File: config.mk
export PLATFORM = sky130hd
export DESIGN_NAME = exc_entry_ctrl
export DESIGN_NICKNAME = d
export VERILOG_FILES = /design/src/rtl/exc_pkg.sv /design/src/rtl/exc_sync.sv /design/src/rtl/exc_arbiter.sv /design/src/rtl/exc_entry_ctrl.sv
export SDC_FILE = /design/constraint.sdc
export NUM_CORES = 1
export LEC_CHECK = 0
export BUFFER_PORTS_ARGS = -buffer_cell sky130_fd_sc_hd__buf_2
export CORE_MARGIN = 3
export CORE_UTILIZATION = 43
export CTS_CLUSTER_DIAMETER = 60
export DETAILED_ROUTE_END_ITERATION = 7
export GPL_TIMING_DRIVEN = 0
export PLACE_DENSITY = 0.75
export SLEW_MARGIN = 10
export SYNTH_ARGS = -nofsm -noshare
export SYNTH_HDL_FRONTEND = slang
export SYNTH_SLANG_ARGS = --single-unit
File: constraint.sdc
create_clock -name clk -period 3.4 [get_ports clk]
set_input_delay 0.34 -clock clk [delete_from_list [all_inputs] [get_ports clk]]
set_output_delay 0.34 -clock clk [all_outputs]
set_load 0.01 [all_outputs]
File: src/rtl/exc_pkg.sv
package exc_pkg;

    typedef enum logic [2:0] {
        EXC_NONE = 3'd0,
        EXC_RST  = 3'd1,
        EXC_DABT = 3'd2,
        EXC_FIQ  = 3'd3,
        EXC_IRQ  = 3'd4,
        EXC_PABT = 3'd5,
        EXC_UND  = 3'd6,
        EXC_SWI  = 3'd7
    } exc_kind_e;

    typedef struct packed {
        logic       i;
        logic       f;
        logic       t;
        logic [4:0] mode;
    } psr_t;

    localparam logic [4:0] MODE_FIQ = 5'b10001;
    localparam logic [4:0] MODE_IRQ = 5'b10010;
    localparam logic [4:0] MODE_SVC = 5'b10011;
    localparam logic [4:0] MODE_ABT = 5'b10111;
    localparam logic [4:0] MODE_UND = 5'b11011;

    function automatic logic [4:0] vec_off(exc_kind_e k);
        case (k)
            EXC_UND:  return 5'h04;
            EXC_SWI:  return 5'h08;
            EXC_PABT: return 5'h0C;
            EXC_DABT: return 5'h10;
            EXC_IRQ:  return 5'h18;
            EXC_FIQ:  return 5'h1C;
            default:  return 5'h00;
        endcase
    endfunction

    function automatic logic [4:0] mode_of(exc_kind_e k);
        case (k)
            EXC_FIQ:            return MODE_FIQ;
            EXC_IRQ:            return MODE_IRQ;
            EXC_DABT, EXC_PABT: return MODE_ABT;
            EXC_UND:            return MODE_UND;
            default:            return MODE_SVC;
        endcase
    endfunction

    function automatic logic [3:0] link_off(exc_kind_e k, logic thumb);
        case (k)
            EXC_DABT:                   return 4'd8;
            EXC_FIQ, EXC_IRQ, EXC_PABT: return 4'd4;
            EXC_UND, EXC_SWI:           return thumb ? 4'd2 : 4'd4;
            default:                    return 4'd0;
        endcase
    endfunction

endpackage

File: src/rtl/exc_sync.sv
module exc_sync #(
    parameter int WIDTH  = 2,
    parameter int STAGES = 2
) (
    input  logic             clk,
    input  logic             rst,
    input  logic             bypass,
    input  logic [WIDTH-1:0] din,
    output logic [WIDTH-1:0] dout
);
    logic [WIDTH-1:0] stage [STAGES+1];

    assign stage[0] = din;

    for (genvar g = 0; g < STAGES; g++) begin : g_stage
        always_ff @(posedge clk) begin
            if (rst) stage[g+1] <= '1;
            else     stage[g+1] <= stage[g];
        end
    end

    assign dout = bypass ? din : stage[STAGES];
endmodule

File: src/rtl/exc_arbiter.sv
module exc_arbiter
    import exc_pkg::*;
(
    input  logic      boundary,
    input  logic      dabt,
    input  logic      fiq_en,
    input  logic      irq_en,
    input  logic      pabt,
    input  logic      und,
    input  logic      swi,
    output exc_kind_e win
);
    always_comb begin
        win = EXC_NONE;
        if (boundary) begin
            if (dabt)        win = EXC_DABT;
            else if (fiq_en) win = EXC_FIQ;
            else if (irq_en) win = EXC_IRQ;
            else if (pabt)   win = EXC_PABT;
            else if (und)    win = EXC_UND;
            else if (swi)    win = EXC_SWI;
        end
    end
endmodule

File: src/rtl/exc_entry_ctrl.sv
module exc_entry_ctrl
    import exc_pkg::*;
#(
    parameter int ADDR_W      = 32,
    parameter int SYNC_STAGES = 2
) (
    input  logic              clk,
    input  logic              rst,
    input  logic              rst_req,
    input  logic              boundary,
    input  logic              irq_n,
    input  logic              fiq_n,
    input  logic              sync_bypass,
    input  logic              dabt_req,
    input  logic              pabt_req,
    input  logic              und_req,
    input  logic              swi_req,
    input  logic              cur_i,
    input  logic              cur_f,
    input  logic              cur_t,
    input  logic [4:0]        cur_mode,
    input  logic [ADDR_W-1:0] cur_pc,
    output logic              entry_vld,
    output logic [2:0]        entry_kind,
    output logic [ADDR_W-1:0] entry_vec,
    output logic [4:0]        entry_mode,
    output logic              entry_i,
    output logic              entry_f,
    output logic              entry_t,
    output logic [ADDR_W-1:0] entry_link,
    output logic [7:0]        entry_saved
);
    localparam logic [ADDR_W-1:0] DABT_BASE = ADDR_W'(vec_off(EXC_DABT));

    logic [1:0] lines_s;
    logic       irq_en, fiq_en;
    exc_kind_e  win, sel;
    logic       rq_q, chain_q, chain_nxt;
    logic [ADDR_W-1:0] base_pc;
    logic       base_t;
    psr_t       old_psr;

    exc_sync #(.WIDTH(2), .STAGES(SYNC_STAGES)) u_sync (
        .clk    (clk),
        .rst    (rst),
        .bypass (sync_bypass),
        .din    ({fiq_n, irq_n}),
        .dout   (lines_s)
    );

    assign irq_en = !lines_s[0] && !cur_i;
    assign fiq_en = !lines_s[1] && !cur_f;

    exc_arbiter u_arb (
        .boundary (boundary),
        .dabt     (dabt_req),
        .fiq_en   (fiq_en),
        .irq_en   (irq_en),
        .pabt     (pabt_req),
        .und      (und_req),
        .swi      (swi_req),
        .win      (win)
    );

    always_comb begin
        sel     = EXC_NONE;
        base_pc = cur_pc;
        base_t  = cur_t;
        old_psr = '{i: cur_i, f: cur_f, t: cur_t, mode: cur_mode};
        if (rst_req) begin
            sel = EXC_NONE;
        end else if (rq_q) begin
            sel = EXC_RST;
        end else if (chain_q) begin
            sel     = EXC_FIQ;
            base_pc = DABT_BASE;
            base_t  = 1'b0;
            old_psr = '{i: 1'b1, f: 1'b0, t: 1'b0, mode: MODE_ABT};
        end else begin
            sel = win;
        end
    end

    assign chain_nxt = !rst_req && !rq_q && !chain_q && (win == EXC_DABT) && fiq_en;

    always_ff @(posedge clk) begin
        rq_q <= rst_req;
        if (rst) begin
            chain_q     <= 1'b0;
            entry_vld   <= 1'b0;
            entry_kind  <= EXC_NONE;
            entry_vec   <= '0;
            entry_mode  <= '0;
            entry_i     <= 1'b0;
            entry_f     <= 1'b0;
            entry_t     <= 1'b0;
            entry_link  <= '0;
            entry_saved <= '0;
        end else begin
            chain_q    <= chain_nxt;
            entry_vld  <= (sel != EXC_NONE);
            entry_kind <= sel;
            if (sel != EXC_NONE) begin
                entry_vec   <= ADDR_W'(vec_off(sel));
                entry_mode  <= mode_of(sel);
                entry_i     <= 1'b1;
                entry_f     <= (sel == EXC_FIQ || sel == EXC_RST) ? 1'b1 : old_psr.f;
                entry_t     <= 1'b0;
                entry_link  <= (sel == EXC_RST) ? '0 : base_pc + ADDR_W'(link_off(sel, base_t));
                entry_saved <= old_psr;
            end
        end
    end
endmodule

# ---- After elaboration in Yosys (flattened, before gate mapping)
# Index checks and enable logic that the tools add are counted.
dict set report classes {
  add_sub_neg 1
  n_mul 0
  n_div 0
  order_cmp 0
  eq_ne 8
  n_shift 0
  n_mux 28
  n_bitwise 0
  reduce_logical 18
}
# op n
set op_table {}
lappend op_table {{two-way mux 32 bit} 4}
lappend op_table {{two-way mux 3 bit} 11}
lappend op_table {{adder 32 x 4 -> 32 bit} 1}
lappend op_table {{one-hot mux 5 bit (6 select lines)} 1}
lappend op_table {{two-way mux 8 bit} 3}
lappend op_table {{one-hot mux 4 bit (4 select lines)} 1}
lappend op_table {{== test 3 bit (second input constant)} 4}
lappend op_table {{one-hot mux 4 bit (3 select lines)} 1}
lappend op_table {{== test 3 x 2 -> 1 bit (second input constant)} 3}
lappend op_table {{two-way mux 4 bit} 2}
lappend op_table {{logical NOT 1 bit} 7}
lappend op_table {{logical AND 1 bit} 6}
lappend op_table {{two-way mux 1 bit} 4}
lappend op_table {{OR reduction 2 bit} 2}
lappend op_table {{== test 3 x 1 -> 1 bit (second input constant)} 1}
lappend op_table {{nonzero test 3 bit} 1}
lappend op_table {{OR reduction 3 bit} 1}
lappend op_table {{two-way mux 2 bit} 1}
lappend op_table {{logical OR 1 bit} 1}
dict set report word_totals {
  ff_bits 62
  latch_bits 0
  mem_bits_rw 0
  mem_bits_ro 0
  in_bits 51
  out_inout_bits 84
  elab_cells 67
  mem_count 0
}

# ---- Longest topological paths before layout
# Gate-level depths: netlist of run 1.
dict set report depth {
  ltp_word 17
  depth_mapped 14
  mapped_depth_nobuf 14
}

# ---- Cells and area by module
# From an unflattened synthesis of run 1, not the netlist that was laid out.
dict set report hier_totals {
  cells_unflattened 411
  area_unflattened_um2 3316.9
}
# mod n_inst cells_per_inst area_each_um2 seq_area_each_um2
set by_module_without_submodules {}
lappend by_module_without_submodules {exc_entry_ctrl 1 391 3124.2 1101.1}
lappend by_module_without_submodules {exc_sync 1 10 135.1 80.1}
lappend by_module_without_submodules {exc_arbiter 1 10 57.6 0.0}

# ---- Worst setup path after synthesis of run 1
# No wires, ideal clock.
dict set report synth_path {
  path_kind {input port to flip-flop}
  start {input port sync_bypass}
  end {register entry_link[29]}
  setup_time_ns 0.117
  t_arrival_ns 3.343
  setup_slack_ns -0.060
  cell_stages 14
  path_buffers 0
  cell_sequence {mux2_2 o21a_1 a21oi_1 o21ai_0 nor2_1 ha_1 inv_1 fa_1 nor2b_1 o21bai_1 nor4_2 nand2_1 xnor2_1 a32o_1}
}
dict set report synth_between {
  elab_chain_cells 17
  elab_cells_between_ends 27
  classes_between {1 x add/sub; 7 x eq/ne; 12 x mux; 7 x reduce/logical}
}
# element line_no
set synth_rtl {}
lappend synth_rtl {{start: declaration} exc_entry_ctrl.sv:13} ;# input logic sync_bypass,
lappend synth_rtl {{two-way mux 2 bit *} exc_sync.sv:22} ;# assign dout = bypass ? din : stage[STAGES];
lappend synth_rtl {{logical NOT 1 bit} exc_entry_ctrl.sv:51} ;# assign irq_en = !lines_s[0] && !cur_i;
lappend synth_rtl {{logical AND 1 bit} exc_entry_ctrl.sv:51}
lappend synth_rtl {{two-way mux 3 bit} exc_arbiter.sv:18} ;# else if (irq_en) win = EXC_IRQ;
lappend synth_rtl {{two-way mux 3 bit *} exc_arbiter.sv:17} ;# else if (fiq_en) win = EXC_FIQ;
lappend synth_rtl {{two-way mux 3 bit *} exc_arbiter.sv:16} ;# if (dabt) win = EXC_DABT;
lappend synth_rtl {{two-way mux 3 bit *} exc_arbiter.sv:15} ;# if (boundary) begin
lappend synth_rtl {{two-way mux 3 bit *} exc_entry_ctrl.sv:74} ;# end else if (chain_q) begin
lappend synth_rtl {{two-way mux 3 bit *} exc_entry_ctrl.sv:72} ;# end else if (rq_q) begin
lappend synth_rtl {{two-way mux 3 bit *} exc_entry_ctrl.sv:70} ;# if (rst_req) begin
lappend synth_rtl {{== test 3 x 2 -> 1 bit or == test 3 bit (tied branches)} exc_pkg.sv:50} ;# case (k)
lappend synth_rtl {{OR reduction 3 bit or OR reduction 2 bit (tied branches)} exc_pkg.sv:50}
lappend synth_rtl {{one-hot mux 4 bit (3 select lines)} exc_pkg.sv:50}
lappend synth_rtl {{two-way mux 4 bit} exc_entry_ctrl.sv:103} ;# if (sel != EXC_NONE) begin
lappend synth_rtl {{two-way mux 4 bit} exc_entry_ctrl.sv:88} ;# if (rst) begin
lappend synth_rtl {{adder 32 x 4 -> 32 bit} exc_entry_ctrl.sv:109} ;# entry_link <= (sel == EXC_RST) ? '0 : base_pc + ADDR_W'(link_off(sel, base_t));
lappend synth_rtl {{two-way mux 32 bit} exc_entry_ctrl.sv:109}
lappend synth_rtl {{end signal: assignment} exc_entry_ctrl.sv:109}
lappend synth_rtl {{end: declaration} exc_entry_ctrl.sv:30} ;# output logic [ADDR_W-1:0] entry_link,
# Mark *: on every way between the ends. The rest lies on a longest branch, timed or not. The select of a mux whose other input is x is not followed.
# A chain may end at the register's enable or synchronous reset.

# ---- Final worst setup path of run 1
dict set report layout_path {
  start {register u_sync.stage[1] (netlist bit)}
  end {register entry_link[26]}
}
dict set report layout_between {
  elab_chain_cells 16
  elab_cells_between_ends 24
  classes_between {1 x add/sub; 7 x eq/ne; 11 x mux; 5 x reduce/logical}
}
# element line_no
set layout_rtl {}
lappend layout_rtl {{start: declaration} exc_sync.sv:11} ;# logic [WIDTH-1:0] stage [STAGES+1];
lappend layout_rtl {{start signal: indexed assignment} exc_sync.sv:18} ;# else stage[g+1] <= stage[g];
lappend layout_rtl {{two-way mux 2 bit *} exc_sync.sv:22}
lappend layout_rtl {{logical NOT 1 bit *} exc_entry_ctrl.sv:52} ;# assign fiq_en = !lines_s[1] && !cur_f;
lappend layout_rtl {{logical AND 1 bit *} exc_entry_ctrl.sv:52}
lappend layout_rtl {{two-way mux 3 bit *} exc_arbiter.sv:17}
lappend layout_rtl {{two-way mux 3 bit *} exc_arbiter.sv:16}
lappend layout_rtl {{two-way mux 3 bit *} exc_arbiter.sv:15}
lappend layout_rtl {{two-way mux 3 bit *} exc_entry_ctrl.sv:74}
lappend layout_rtl {{two-way mux 3 bit *} exc_entry_ctrl.sv:72}
lappend layout_rtl {{two-way mux 3 bit *} exc_entry_ctrl.sv:70}
lappend layout_rtl {{== test 3 x 2 -> 1 bit or == test 3 bit (tied branches)} exc_pkg.sv:50}
lappend layout_rtl {{OR reduction 3 bit or OR reduction 2 bit (tied branches)} exc_pkg.sv:50}
lappend layout_rtl {{one-hot mux 4 bit (3 select lines)} exc_pkg.sv:50}
lappend layout_rtl {{two-way mux 4 bit} exc_entry_ctrl.sv:103}
lappend layout_rtl {{two-way mux 4 bit} exc_entry_ctrl.sv:88}
lappend layout_rtl {{adder 32 x 4 -> 32 bit} exc_entry_ctrl.sv:109}
lappend layout_rtl {{two-way mux 32 bit} exc_entry_ctrl.sv:109}
# Marks and branches as above.

==> results of run 1 <==
## worst max-delay path by stage
stage | startpoint | endpoint | slack, ns | cells after the start
2_1_floorplan | sync_bypass | entry_link[29]$_SDFFE_PP0P_ | 0.01 | 12
3_3_place_gp | rst_req | entry_link[29]$_SDFFE_PP0P_ | -0.68 | 15
3_5_place_dp | rst_req | entry_link[29]$_SDFFE_PP0P_ | -0.73 | 15
4_1_cts | u_sync.stage[0]$_SDFF_PP1_ | entry_link[29]$_SDFFE_PP0P_ | 0.05 | 14
5_1_grt | u_sync.stage[1]$_SDFF_PP1_ | entry_link[20]$_SDFFE_PP0P_ | 0.0006 | 12
6_report | u_sync.stage[1]$_SDFF_PP1_ | entry_link[26]$_SDFFE_PP0P_ | 0.20 | 12
## layout make-up
| class | count | area, µm² |
|---|---|---|
| clock buffer | 12 | 155 |
| sequential | 59 | 1180 |
| clock inverter | 4 | 72.6 |
| fill | 650 | 2740 |
| multi-input combinational | 282 | 1780 |
| timing repair buffer | 106 | 536 |
| inverter | 5 | 18.8 |
| buffer | 46 | 307 |
| tap | 96 | 120 |
## stage by stage
stage | setup slack (ns) | cells
2_1_floorplan | 0.0127 | 395
3_3_place_gp | -0.684 | 595
3_5_place_dp | -0.727 | 595
4_1_cts | 0.0504 | 612
5_1_grt | 0.000571 | 610
6_report | 0.198 | 610
## worst max-delay path: stages (launching register included)
cell	delay, ns
dfxtp_1	0.30
mux2_2	0.29
o2111ai_1	0.38
nand2b_2	0.33
a21oi_1	0.10
ha_1	0.28
a21o_1	0.13
a21oi_1	0.09
or4_1	0.49
buf_6	0.17
nor4_4	0.26
xnor2_1	0.09
a22o_1	0.17
## cells by family (layout without fill, tap and decap cells)
kind of cell,count (synthesis),count (layout),share of synthesized area (%)
and+or+nand+nor,148,148,24.6
AOI/OAI and AO/OA,70,70,16.0
DFF,59,59,38.0
buffers and inverters,54,173,10.8
xor gates and xnor gates,28,28,7.89
adders and majority gates,4,4,1.85
muxes,2,2,0.725
other,1,30,0.121
## layer usage
layer | track usage [%] | up-vias | wire length, µm
met5 | 0 | - | 0
met4 | 7.54 | 0 | 120
met1 | 25.1 | 1385 | 3680
met3 | 5.05 | 11 | 667
met2 | 33.1 | 130 | 3950
li1 | - | 1514 | -
## timing repair
action                                 in CTS  in global routing
pin swaps                                   2                  2
hold buffers                                0                  0
gates resized for setup                     5                 13
cloned                                      0                  0
endpoints found under the hold margin       0                  0
buffers inserted                            2                  0
setup endpoints to repair                  16                 11
## Yosys cell counts (5+ instances only)
| master | number | area [µm²] |
|---|---|---|
| dfxtp_1 | 59 | 1180 |
| nor2_1 | 35 | 131 |
| nand2_1 | 33 | 124 |
| buf_4 | 32 | 240 |
| nand3_1 | 23 | 115 |
| a21oi_1 | 17 | 85.1 |
| xnor2_1 | 17 | 149 |
| o2bb2ai_1 | 15 | 131 |
| nor3_1 | 14 | 70.1 |
| clkbuf_1 | 11 | 41.3 |
| xor2_1 | 11 | 96.3 |
| a22o_1 | 7 | 61.3 |
| or2_2 | 7 | 43.8 |
| nand4_1 | 6 | 37.5 |
| and3_1 | 5 | 31.3 |
| inv_1 | 5 | 18.8 |
| o21ai_0 | 5 | 25.0 |
## report_power, final
group	total [mW]	switching [mW]	leakage (nW)	internal, mW
sequential	0.745	0.0183	0.482	0.727
clock	0.743	0.291	0.113	0.452
combinational	0.297	0.169	1.33	0.128
total	1.79	0.479	1.93	1.31
## state kept, by name, summed over array words and instances (netlist names)
signal,flops
entry_saved,8
chain_q,1
entry_link,32
entry_vec,3
rq_q,1
entry_vld,1
entry_mode,5
u_sync.stage,4
entry_kind,3
entry_f,1
==> metrics.txt, run 1 <==
Post-Syn Area approximately 3100 µm²; vias in the first global route around 2900; crit path DAT ~3.4 ns; maximum clock path buffer count 2; H-tree lvl count 3; Slew Limit Headroom a little over half; YS warnings 0; worst hold path endpoint rq_q$_DFF_P_; Nets between 500 and 600; Synth Instances 366; Mapped Avg Cell Area around 8.5 µm²; total grt overflow 0; 1st-pass router iterations 4; core box area 6910 µm²; vias per cell roughly 5.0; commonest non-fill, non-tap cell in the layout buf_2; chip height ~90 µm; I/O pins between 100 and 150; clock skew ~0.011 ns; Slew @ Worst Pin just under 0.7 ns; post-DP HPWL between 6000 and 7000 µm; worst path required time 3.64 ns; most frequent cells in the layout 109 x buf_2, 59 x dfxtp_1, 34 x buf_4, 34 x nor2_1, 33 x nand2_1; sequential fraction of the synthesis area between 30% and 40%; design area 4170 µm²; setup TNS 0 ns; largest net degree at the start of global routing 16; Slew Limit Fails 0; Post-route DRC 0; Initial Util 45.0%; P per Cell Area around 430 nW/µm²; RSZ-0062 raised after global routing false; row cnt 30; P_leak around 1.9 nW; Max Cap Viol 0; GRT Total Usage between 20% and 30%; WL/cell around 14 µm; period utilization a little over nine tenths; Final min period ~3.2 ns; status finished, final reports clean; worst-skew pair later-pin latency between 0.3 and 0.4 ns; CP Capture Type register; via count 3040; Post-DP Area just under 4000 µm²; layout cells sized above 1 between 30% and 40%; Num CTS Buffers 9; TritonCTS clock tree done; initial drt markers roughly 140; reg2reg end entry_link[26]$_SDFFE_PP0P_; worst min path class in -> reg; die width 91.0 µm; top_reg_cell synth dfxtp_1; Critical Path Source Type register; Post-synth ARST share 0%; Root Driver clkbuf_8; FF+latch count, synth 59; hold path depth 1; Die ar. 8280 µm²; clk slew on worst S/H paths roughly 0.07 ns; Clock Sinks roughly 60; Cell variety after synth 54; RePlAce Congestion around 0.91; final wirelength 8420 µm; Peak Freq between 300 and 400 MHz; r2r setup slk slightly below 0.2 ns; Port Buffers 104; Tot Pwr 1.79 mW; R2R depth 12; maximum VDD drop 0.000225 V; Area growth syn-to-layout 34.1%; Fin. Hold Viols 0; Worst R2R Start u_sync.stage[1]$_SDFF_PP1_; hold path start rst_req; Setup CP Type reg -> reg; Final Util between 60% and 70%; Post-synth EDFFs 0; final-report setup violation count 0; final hold slack 0.194 ns; # diodes 0; initial antenna violation count 0; Final ANT Viol Nets 0; first-pass GRT wire length 13600 µm; crit-path max FO 10
No activity file was read; power rests on OpenSTA's default activity.
==> run 2: changes to the inputs <==
--- a/config.mk
+++ b/config.mk
@@ -7,12 +7,13 @@
 export LEC_CHECK = 0
 export BUFFER_PORTS_ARGS = -buffer_cell sky130_fd_sc_hd__buf_2
 export CORE_MARGIN = 3
-export CORE_UTILIZATION = 43
+export CORE_UTILIZATION = 38
 export CTS_CLUSTER_DIAMETER = 60
 export DETAILED_ROUTE_END_ITERATION = 7
 export GPL_TIMING_DRIVEN = 0
-export PLACE_DENSITY = 0.75
+export PLACE_DENSITY = 0.67
 export SLEW_MARGIN = 10
 export SYNTH_ARGS = -nofsm -noshare
 export SYNTH_HDL_FRONTEND = slang
+export SYNTH_HIERARCHICAL = 1
 export SYNTH_SLANG_ARGS = --single-unit
==> run 2 against run 1 <==
The run now ends with negative setup slack left. Register-to-register slack got worse by 0.23 ns. Via count is 8.8% higher. Critical endpoint is now entry_link[25]$_SDFFE_PP0P_. Maximum frequency fell by 6.8%. Synthesized cell count up 12%. Critical path type unchanged. Cell count up 10%. Sequential power is 0.9% lower. Highest routed layer unchanged. Critical path depth up 3. Largest cell class unchanged.
==> metrics.txt, run 2 <==
FF+latch count, synth 59 (unchanged); crit path DAT 3.72 ns (was 3.44 ns); crit-path max FO 3 (was 10); Max Cap Viol 0 (unchanged); Placement Setup Slack -0.732 ns (was -0.727 ns); row cnt 33 (was 30); H-tree lvl count 3 (unchanged); Filler cells 788 (was 650); vias per cell 4.91 (was 4.98); Port Buffers 104 (unchanged); Peak Freq 291 MHz (was 312 MHz); Fin. Hold Viols 0 (unchanged); Clock Sinks 59 (unchanged); top flop regs entry_link (32), entry_saved (8), entry_mode (5) (unchanged); I/O pins 135 (unchanged); Worst Path Buf+Inv 1 (unchanged); worst min path class in -> reg (unchanged); CP Capture Type register (unchanged); final-report setup violation count 1 (was 0); Post-synth ARST share 0% (unchanged); Final ANT Viol Nets 0 (unchanged); Area growth syn-to-layout 38.1% (was 34.1%); clk slew on worst S/H paths 0.08 ns (was 0.07 ns); Final min period 3.43 ns (was 3.20 ns); Synth top area share 35.6% (was 38.0%); Slew Limit Headroom 48.0% (was 53.9%); Cell variety after synth 59 (was 54); Synth Instances 411 (was 366); chip height 99.4 µm (was 91.0 µm); Root Driver clkbuf_8 (unchanged); total grt overflow 0 (unchanged); Tot Pwr 1.77 mW (was 1.79 mW); maximum clock path buffer count 2 (unchanged); top cell family by delay on the critical path simple AND/OR/NAND/NOR gates (unchanged); Slew Limit Fails 0 (unchanged); Post-Place Cells 649 (was 595); initial drt markers 163 (was 143); largest net degree at the start of global routing 12 (was 16); TritonCTS clock tree done (unchanged); core box area 8340 µm² (was 6910 µm²); most frequent cells in the layout 106 x buf_2, 59 x dfxtp_1, 49 x nand2_1 (was 109 x buf_2, 59 x dfxtp_1, 34 x buf_4, 34 x nor2_1, 33 x nand2_1); Int Power 1.29 mW (was 1.31 mW); 1st-pass router iterations 4 (unchanged); Initial Util 39.8% (was 45.0%); switching share of power 27.4% (was 26.8%); clock skew 0.0135 ns (was 0.0110 ns); post-DP HPWL 7010 µm (was 6390 µm); CP cell instances mux2_4 -> nor2_4 -> nor4_2 -> nor3_2 -> nand2b_1 -> nor3_4 -> and3_4 -> ha_4 -> inv_2 -> fa_2 -> nor2b_4 -> o2111ai_4 -> or3_4 -> or4_4 -> nand3_2 (was mux2_2 -> o2111ai_1 -> nand2b_2 -> a21oi_1 -> ha_1 -> a21o_1 -> a21oi_1 -> or4_1 -> buf_6 -> nor4_4 -> xnor2_1 -> a22o_1); count leader, synth dfxtp_1 (unchanged); P per Cell Area 386 nW/µm² (was 429 nW/µm²); Final Instance Count excl. Fillers 674 (was 610); worst path required time 3.69 ns (was 3.64 ns); Mapped Avg Cell Area 8.07 µm² (was 8.49 µm²); top_reg_cell synth dfxtp_1 (unchanged); CP max stage delay 0.43 ns (was 0.49 ns); sequential fraction of the synthesis area 35.6% (was 38.0%); GRT Total Usage 18.5% (was 20.0%); Post-Syn Area 3320 µm² (was 3110 µm²); sw power 484 µW (was 479 µW); layout cells sized above 1 37.3% (was 36.4%); failing checks negative setup slack; max FFs per register 32 (unchanged); ranking of synthesized cells by area dfxtp_1 36%, buf_4 7.2%, nand2_1 5.5% (was dfxtp_1 38%, buf_4 7.7%, xnor2_1 4.8%); RePlAce Congestion 0.871 (was 0.911); most common library cells after synthesis 59 x dfxtp_1, 49 x nand2_1, 39 x nor2_1 (was 59 x dfxtp_1, 35 x nor2_1, 33 x nand2_1); period utilization 101% (was 94.2%); status complete, but fails checks (was finished, final reports clean); commonest non-fill, non-tap cell in the layout buf_2 (unchanged); Slew @ Worst Pin 0.780 ns (was 0.687 ns); Num CTS Buffers 9 (unchanged); worst-skew pair later-pin latency 0.35 ns (about the same); CP max stage cell or4_4 (was or4_1); # diodes 0 (unchanged); Most flops, register entry_link (unchanged); via count 3306 (was 3040); Hold Buf Count CTS 0 (unchanged); Final WS setup -0.0338 ns (was 0.198 ns); Die ar. 9890 µm² (was 8280 µm²); first-pass GRT wire length 14800 µm (was 13600 µm); WL/cell 14.0 µm (was 13.8 µm); Comb pwr share 17.1% (was 16.7%); Final Util 54.9% (was 60.3%); Post-synth EDFFs 0 (unchanged); maximum VDD drop 0.000286 V (was 0.000225 V); Post-route DRC 0 (unchanged); final wirelength 9460 µm (was 8420 µm); Yosys top cell by area dfxtp_1 (unchanged); Nets 619 (was 564); Setup CP Type reg -> reg (unchanged); Flop pwr share 41.7% (about the same); vias in the first global route 3128 (was 2868); initial antenna violation count 0 (unchanged); clock power share 41.3% (was 41.6%); RSZ-0062 raised after global routing true (was false); die width 99.4 µm (was 91.0 µm); P_leak 2.12 nW (was 1.93 nW); YS warnings 6 (was 0); Critical Path Source Type register (unchanged)
==> run 2: changes by cell type after synthesis, moves of 4 or more <==
| cell | delta |
|---|---|
| or2_2 | -4 |
| nor3_1 | +10 |
| a31oi_1 | -4 |
| a22o_1 | -7 |
| xor2_1 | -6 |
| and4_1 | +5 |
| nand2_1 | +16 |
| a21o_1 | -4 |
| nand3_1 | -10 |
| clkbuf_1 | +6 |
| o21ai_0 | +13 |
| nor2_1 | +4 |
| o2bb2ai_1 | -15 |
==> run 2: final cells by class <==
| cell class | count | area [µm²] | share of cell area, % |
|---|---|---|---|
| multi-input cells | 316 | 2060 | 44.9 |
| clock buffers | 10 | 138 | 3.00 |
| repair buffers | 114 | 596 | 13.0 |
| inverters | 8 | 30.0 | 0.655 |
| plain buffers | 56 | 359 | 7.84 |
| clock inverters | 6 | 88.8 | 1.94 |
| flip-flops and latches | 59 | 1180 | 25.8 |
| well taps | 105 | 131 | 2.87 |
==> run 2: timing repair <==
action | in CTS | in global routing
pin swaps | 3 | 15
resized for setup | 10 | 31
setup endpoints to repair | 24 | 21
buffers inserted | 4 | 7
==> run 2: power by group through the flow <==
stage                     clock network (mW)  registers, mW  logic, mW
after floorplan                            0          0.766      0.165
after global placement                     0          0.752      0.279
after detailed placement                   0          0.753      0.282
after CTS                              0.744          0.737      0.288
after global routing                   0.780          0.742      0.333
final                                  0.730          0.738      0.302
==> run 2: cells by family (layout without fill, tap and decap cells) <==
group,count (synthesis),in the layout,share of synthesized area (%)
AOI/OAI and AO/OA,77,77,15.8
xor gates and xnor gates,19,19,5.02
muxes,3,3,1.21
other,1,30,0.113
and+or+nand+nor,183,183,29.1
DFF,59,59,35.6
adders and majority gates,4,4,1.74
buffers and inverters,65,194,11.4
==> run 2: per-layer routing <==
layer | routed length, µm | vias to the layer above | global-route usage, % | part of all wire, %
li1 | - | 1677 | - | -
met1 | 3990 | 1482 | 23.0 | 42
met2 | 4550 | 131 | 30.2 | 48
met3 | 695 | 16 | 5.33 | 7.3
met4 | 223 | 0 | 7.35 | 2.4
met5 | 0 | - | 0 | 0
==> run 2: final timing paths <==
kind | start | end | slack (ns) | cells past startpoint
worst min-delay path | rst_req | rq_q$_DFF_P_ | 0.13 | 1
worst max-delay path | u_sync/stage[0]$_SDFF_PP1_ | entry_link[25]$_SDFFE_PP0P_ | -0.03 | 15
worst max register to register | u_sync/stage[0]$_SDFF_PP1_ | entry_link[25]$_SDFFE_PP0P_ | -0.03 | 15
worst min register to register | u_sync/stage[2]$_SDFF_PP1_ | u_sync/stage[0]$_SDFF_PP1_ | 0.42 | 1
==> run 2: through the flow <==
step | hold WS (ns) | setup TNS (ns) | cell area [µm²]
3_5_place_dp | 0.400 | -13.50 | 4130
3_3_place_gp | 0.386 | -14.24 | 4130
2_1_floorplan | 0.368 | -0.191 | 3480
4_1_cts | 0.118 | -0.0341 | 4410
6_report | 0.134 | -0.0338 | 4580
5_1_grt | 0.122 | -1.29 | 4580
